[config.mk]
export PLATFORM = sky130hd
export DESIGN_NAME = abro_ctrl
export DESIGN_NICKNAME = d
export VERILOG_FILES = /design/src/rtl/abro_pkg.sv /design/src/rtl/abro_wait_flag.sv /design/src/rtl/abro_join.sv /design/src/rtl/abro_abort_ctl.sv /design/src/rtl/abro_ctrl.sv
export SDC_FILE = /design/constraint.sdc
export NUM_CORES = 1
export LEC_CHECK = 0
export BUFFER_PORTS_ARGS = -buffer_cell sky130_fd_sc_hd__buf_2
export CORE_AREA = 2 2 39 41
export DETAILED_ROUTE_END_ITERATION = 10
export DIE_AREA = 0 0 41 43
export HOLD_SLACK_MARGIN = 0.1
export PLACE_DENSITY = 0.3
export SLEW_MARGIN = 30
export SYNTH_ARGS = -nofsm -noshare
export SYNTH_HDL_FRONTEND = slang
export SYNTH_SLANG_ARGS = --single-unit
[constraint.sdc]
create_clock -name clk -period 2 [get_ports clk]
set_clock_uncertainty 0.2 [all_clocks]
set_input_delay 0.2 -clock clk [delete_from_list [all_inputs] [get_ports clk]]
set_output_delay 0.2 -clock clk [all_outputs]
set_load 0.05 [all_outputs]
[src/rtl/abro_pkg.sv]
package abro_pkg;

    // Phase of the top-level sequence: waiting for events or halted after the strobe.
    typedef enum logic [0:0] {
        PH_WAIT = 1'b0,
        PH_HALT = 1'b1
    } phase_e;

    // Control that the abort layer hands down to every wait flag.
    typedef struct packed {
        logic listen;   // events may be latched this cycle
        logic clear;    // flags return to empty at the next edge
    } flag_ctl_t;

    // Events are only heard when no restart is present and the block is not halted.
    function automatic logic listen_gate(input logic restart, input phase_e phase);
        return !restart && (phase == PH_WAIT);
    endfunction

endpackage

[src/rtl/abro_wait_flag.sv]
module abro_wait_flag
    import abro_pkg::*;
(
    input  logic      clk,
    input  logic      rst,
    input  logic      ev,
    input  flag_ctl_t ctl,
    output logic      met
);

    logic seen_q;

    always_ff @(posedge clk) begin
        if (rst) begin
            seen_q <= 1'b0;
        end else if (ctl.clear) begin
            seen_q <= 1'b0;
        end else if (ctl.listen && ev) begin
            seen_q <= 1'b1;
        end
    end

    // Satisfied if remembered earlier or present now.
    assign met = seen_q || ev;

    AST_FLAG_STICKY: assert property (@(posedge clk) disable iff (rst)
        (seen_q && !ctl.clear) |=> seen_q);

    AST_DEAF_FLAG_STAYS_CLEAR: assert property (@(posedge clk) disable iff (rst)
        (!ctl.listen && !seen_q) |=> !seen_q);

endmodule

[src/rtl/abro_join.sv]
module abro_join #(
    parameter int NUM_EVENTS = 2
) (
    input  logic [NUM_EVENTS-1:0] met,
    output logic                  all_met
);

    assign all_met = &met;

endmodule

[src/rtl/abro_abort_ctl.sv]
module abro_abort_ctl
    import abro_pkg::*;
(
    input  logic      clk,
    input  logic      rst,
    input  logic      restart,
    input  logic      all_met,
    output flag_ctl_t ctl,
    output logic      fire,
    output logic      halted
);

    phase_e phase_q;
    phase_e phase_d;
    logic   listen;

    assign listen = listen_gate(restart, phase_q);
    assign fire   = listen && all_met;

    always_comb begin
        ctl.listen = listen;
        ctl.clear  = restart || fire;
    end

    always_comb begin
        phase_d = phase_q;
        if (restart) begin
            phase_d = PH_WAIT;
        end else if (fire) begin
            phase_d = PH_HALT;
        end
    end

    always_ff @(posedge clk) begin
        if (rst) begin
            phase_q <= PH_WAIT;
        end else begin
            phase_q <= phase_d;
        end
    end

    assign halted = (phase_q == PH_HALT);

    AST_REARM_ON_RESTART: assert property (@(posedge clk) disable iff (rst)
        restart |=> (phase_q == PH_WAIT));

    AST_HALT_AFTER_FIRE: assert property (@(posedge clk) disable iff (rst)
        fire |=> (phase_q == PH_HALT));

endmodule

[src/rtl/abro_ctrl.sv]
module abro_ctrl
    import abro_pkg::*;
(
    input  logic clk,
    input  logic rst,
    input  logic ev_a,
    input  logic ev_b,
    input  logic restart,
    output logic strobe
);

    localparam int NUM_EVENTS = 2;

    logic [NUM_EVENTS-1:0] ev_vec;
    logic [NUM_EVENTS-1:0] met_vec;
    logic                  all_met;
    logic                  halted;
    flag_ctl_t             ctl;

    assign ev_vec = {ev_b, ev_a};

    generate
        for (genvar g = 0; g < NUM_EVENTS; g++) begin : g_flag
            abro_wait_flag i_flag (
                .clk (clk),
                .rst (rst),
                .ev  (ev_vec[g]),
                .ctl (ctl),
                .met (met_vec[g])
            );
        end
    endgenerate

    abro_join #(.NUM_EVENTS(NUM_EVENTS)) i_join (
        .met     (met_vec),
        .all_met (all_met)
    );

    abro_abort_ctl i_abort (
        .clk     (clk),
        .rst     (rst),
        .restart (restart),
        .all_met (all_met),
        .ctl     (ctl),
        .fire    (strobe),
        .halted  (halted)
    );

    AST_STROBE_PULSE: assert property (@(posedge clk) disable iff (rst)
        strobe |=> !strobe);

    AST_ABORT_SILENT: assert property (@(posedge clk) disable iff (rst)
        restart |-> !strobe);

    AST_HALT_QUIET: assert property (@(posedge clk) disable iff (rst)
        halted |-> !strobe);

    AST_PAIR_FIRES: assert property (@(posedge clk) disable iff (rst)
        (!halted && !restart && ev_a && ev_b) |-> strobe);

endmodule

==> metrics.txt, run 1 <==
worst setup path class=in2reg; Peak supply drop=roughly 0.00027 V; mapped cell area=~130 µm²; Syn-to-layout area delta=75.7%; vias per cell=between 3 and 4; sequential area share after synthesis=~47%; worst slew pin tran=~0.25 ns; Req. time, crit path=about 2.0 ns; CTS Root Cell=clkbuf_4; Syn Nets=18; nets=30; Arrival @ worst endpoint=around 1.7 ns; Final Hold Fails=0; area of the die=~0.0018 mm²; cell row count=14; Starting Density=roughly a tenth; Syn Inst Count=13; slowest CP cell=dlygate4sd3_1; CP cell instances=dlygate4sd3_1 > buf_2 > nor2_1 > dlygate4sd3_1 > o221a_1; Tot GR Track Use=5.92%; area leader, netlist=dfxtp_1; dpl cells=34; largest net degree at the start of global routing=7; initial antenna violation count=0; YS warnings=0; DIE HEIGHT=43 µm; DR iter-0 viols=2; port bufs=5; Num CTS Buffers=3; post-route cell area=226 µm²; Max-Cap Viols=0; Placeable Area=0.00138 mm²; first-pass GRT wire length=roughly 560 µm; hpwl dp=234 µm; Max Freq=around 580 MHz; Yosys cell types=7; die width=41 µm; total global routing overflow=0; Yosys reg bits=3; Slew Viols, Final=0; Pwr Density=841 mW/mm²; Max transition margin=83.7%; syn avg cell area=just under 10 µm²; top cells by count, synth=3 x dfxtp_1, 3 x nor2_1, 2 x nor2b_1, 2 x o221a_1; CTS tree=yes; fin crit period=approximately 1.7 ns; Layout Cells excl Fill=40; ratio of final minimum period to clock period=~87%; RSZ-0062 raised after global routing=no; placed instance area=180 µm²; Async S/R FF share, synth=0%; Vias=about 150; clock sinks=3; CP peak stage delay=approximately 0.6 ns; detailed-route wire length=around 310 µm; Max clock buf depth=2; gp weighted congestion=around 0.60; Post-synth EDFFs=0; Pwr Total=between 0.15 and 0.2 mW; area fraction of the dominant cell type after synthesis=46.6%; Crit path top cell by count=dlygate4sd3_1; CP Max Fanout=3; largest cells by area after synthesis=dfxtp_1 47%, o221a_1 17%, nor2b_1 9.7%; antenna viol nets, final=0; final setup vio count=0; leakage=between 0.09 and 0.1 nW; diodes inserted=0; vias in the first global route=153; Worst Hold Class=in2reg; IO Count=6; drt drc=0; clk_lat worst skew=0.23 ns; htree depth=1; path depth of the worst reg2reg path=2; Top FF cell, synth=dfxtp_1; clock slew at reported path FFs=approximately 0.040 ns; hold depth=3; TritonRoute pass-1 iters=2; Setup crit start kind=primary input; Setup TNS=0 ns; Setup crit end kind=flop; share of cells above drive strength 1=a little under two fifths; outcome=completed; per-cell routed wire length=~7.9 µm
## routing by layer
| metal | track usage (%) | wire, µm | vias to the layer above |
|---|---|---|---|
| met3 | 6.28 | 25 | 2 |
| li1 | - | - | 74 |
| met5 | 0 | 0 | - |
| met2 | 5.63 | 108 | 6 |
| met1 | 5.45 | 165 | 65 |
| met4 | 8.00 | 15 | 0 |
## where the power goes
group          switching [mW]  leakage [nW]  internal (mW)
logic                  0.0113        0.0598         0.0114
registers             0.00238        0.0244         0.0625
clock network          0.0284        0.0150         0.0746
total                  0.0421        0.0993          0.148
## cell families after synthesis
logic type,share of synthesized area [%]
simple gates,23.3
compound gates,30.1
flops,46.6
## state kept, by name, indices dropped and copies added (netlist names)
register and cells:
g_flag.i_flag.seen_q 2, i_abort.halted 1
## layout by cell type (no fill, tap or decap)
master / instances
nor2_1: 3
nor2b_1: 2
buf_2: 5
o21a_1: 1
o221a_1: 2
o22a_1: 1
dfxtp_1: 3
nor4_2: 1
clkbuf_1: 1
dlygate4sd3_1: 2
clkbuf_4: 3
## per-stage QoR
step | worst slack (ns) | utilization, % | hold slack [ns]
after floorplan | 0.277 | - | 0.175
after global placement | 0.686 | 13.0 | 0.286
after detailed placement | 0.675 | 13.0 | 0.289
after CTS | 0.284 | 16.4 | 0.115
after global routing | 0.223 | 16.4 | 0.122
final | 0.261 | 16.4 | 0.128
## worst max-delay path: cells and delay by family
family	cells	cell delay [ns]
AOI/OAI and AO/OA	1	0.19
buffers and inverters	3	1.25
and+or+nand+nor	1	0.07
## area by class of cell
| cell class | count | area [µm²] |
|---|---|---|
| clock buffer | 4 | 26.3 |
| fill | 151 | 1160 |
| tap | 16 | 20.0 |
| multi-input combinational | 10 | 75.1 |
| sequential | 3 | 60.1 |
| timing repair buffer | 7 | 45.0 |
## timing repair
| item | CTS | global route |
|---|---|---|
| buffers inserted | 0 | 0 |
| hold endpoints to repair | 3 | 0 |
| hold buffers | 2 | 0 |
| resized for setup | 0 | 0 |
## path summary, 6_finish.rpt
kind	slack, ns	to	start
setup / recovery	0.26	g_flag[1].i_flag.seen_q	rst
hold / removal	0.13	i_abort.halted	ev_b
setup reg to reg	0.97	g_flag[1].i_flag.seen_q	i_abort.halted
hold reg to reg	0.35	g_flag[0].i_flag.seen_q	g_flag[0].i_flag.seen_q
Power figures use the tool's default switching activity.
==> run 2, diff against run 1 <==
- clock period: 2 -> 1.8 ns (I/O delays scaled with it)
==> run 2 against run 1 <==
Routed wire length is 3.2% higher. Highest routed layer unchanged. Non-clock buffer count up 1. Register-to-register slack lost 0.22 ns. First-iteration DRC count unchanged. Total power up 15%. Via count up 1.4%. Clock power is 17% higher. Die area is the same. Sequential cell count did not move. Global-route usage is the same.
==> metrics.txt, run 2 (synthesized netlist as in run 1, its figures left out) <==
clock slew at reported path FFs=0.04 ns (about the same); post-route cell area=236 µm² (+4.4%); path depth of the worst reg2reg path=2 (unchanged); vias per cell=3.63 (-1.1%); Arrival @ worst endpoint=1.67 ns (-0.04 ns); port bufs=5 (unchanged); fin crit period=between 1.5 and 2 ns; worst slew pin tran=0.247 ns (+0.000947 ns); Hold Path Sink=i_abort.halted; Setup crit start kind=primary input; dpl cells=34 (unchanged); clk_lat worst skew=0.23 ns (about the same); Vias=149 (+1.4%); Max Freq=between 500 and 600 MHz; drt drc=0 (unchanged); Finished Core Util=17.1% (+0.72 points); die width=41 µm (unchanged); clock sinks=3 (unchanged); DR iter-0 viols=2 (unchanged); Setup TNS=0 ns (unchanged); cell row count=14 (unchanged); total global routing overflow=0 (unchanged); CP Max Fanout=3 (unchanged); Slew Viols, Final=0 (unchanged); CTS tree=yes; Max-Cap Viols=0 (unchanged); gp weighted congestion=0.619 (+2.6%); most common cell after layout, fill and taps aside=buf_2; hold depth=3 (unchanged); max FFs per register=2 (unchanged); first-pass GRT wire length=552 µm (-1.1%); nets=31 (+3.3%); ratio of final minimum period to clock period=94.6%; Starting Density=9.31% (unchanged); Layout Cells excl Fill=41 (+2.5%); Setup crit end kind=flop; leakage=0.103 nW (+4.2%); worst setup path class=in2reg; IO Count=6 (unchanged); most frequent cells in the layout=5 x buf_2, 3 x nor2_1, 3 x clkbuf_4, 3 x dfxtp_1, 3 x dlygate4sd3_1; final setup vio count=0 (unchanged); Req. time, crit path=1.77 ns (-0.20 ns); Worst Hold Class=in2reg; largest reg by FF count=g_flag.i_flag.seen_q; diodes inserted=0 (unchanged); Tot GR Track Use=5.92% (unchanged); DRT met1 WL=148 µm (-10%); share of cells above drive strength 1=36.0% (-1.5 points); highest routed metal layer=met4; per-cell routed wire length=7.90 µm (+0.67%); htree depth=1 (unchanged); RSZ-0062 raised after global routing=no; worst flop-to-flop path endpoint=g_flag[0].i_flag.seen_q; area of the die=0.00176 mm² (unchanged); met3 wire len=32 µm (+28%); TritonRoute pass-1 iters=3 (+1); DIE HEIGHT=43 µm (unchanged); placed instance area=180 µm² (unchanged); Placeable Area=0.00138 mm² (unchanged); vias in the first global route=135 (-12%); outcome=completed; Max transition margin=83.6% (about the same); detailed-route wire length=324 µm (+3.2%); Pwr Density=928 mW/mm² (+10%); initial antenna violation count=0 (unchanged); CTS Root Cell=clkbuf_4; worst min-delay path startpoint=ev_b; Num CTS Buffers=3 (unchanged); Peak supply drop=0.000252 V (-6.1%); reg2reg start=i_abort.halted; Final Hold Fails=0 (unchanged); WL met2=127 µm (+18%); antenna viol nets, final=0 (unchanged); Max clock buf depth=2 (unchanged); worst hold slack=0.105 ns (-0.0228 ns); largest net degree at the start of global routing=7 (unchanged); Syn-to-layout area delta=83.5%; flop-to-flop setup slack=0.75 ns (-0.22 ns)
## run 2: area by class of cell
type                       instances  area [µm²]
tap                               16        20.0
clock buffer                       4        26.3
fill                             155        1150
sequential                         3        60.1
multi-input combinational         10        75.1
timing repair buffer               8        55.1
## run 2: how the worst max path moves through the flow
stage	cells past startpoint	to	slack [ns]	from
finish	5	g_flag[0].i_flag.seen_q	0.1	rst
global route	5	g_flag[0].i_flag.seen_q	0.05	rst
CTS	5	g_flag[0].i_flag.seen_q	0.09	rst
detailed placement	2	strobe	0.50	i_abort.halted
global placement	3	strobe	0.51	g_flag[1].i_flag.seen_q
floorplan	1	strobe	0.1	i_abort.halted
## run 2: what timing repair did
action,4_1_cts,5_1_grt
hold endpoints to repair,3,0
buffers inserted,0,0
hold buffers,3,0
resized for setup,0,0
## run 2: routing by layer
layer	vias up	track usage (%)
li1	77	-
met2	6	5.63
met5	-	0
met3	2	4.71
met1	64	5.45
met4	0	10.0
## run 2: critical path: stages
cell	delay [ns]
dlygate4sd3_1	0.53
buf_2	0.12
nor2_1	0.07
dlygate4sd3_1	0.60
o221a_1	0.18
## run 2: metrics by stage
stage               power [mW]  setup WS [ns]
detailed placement      0.0951          0.505
global placement        0.0949          0.512
CTS                      0.224         0.0899
floorplan               0.0864         0.0975
global route             0.235         0.0490
finish                   0.219         0.0977
## run 2: report_power, final
group	switching [mW]	total, mW	internal [mW]
Sequential	0.00271	0.0720	0.0693
Clock	0.0375	0.121	0.0833
Combinational	0.0126	0.0266	0.0140
Total	0.0528	0.219	0.167
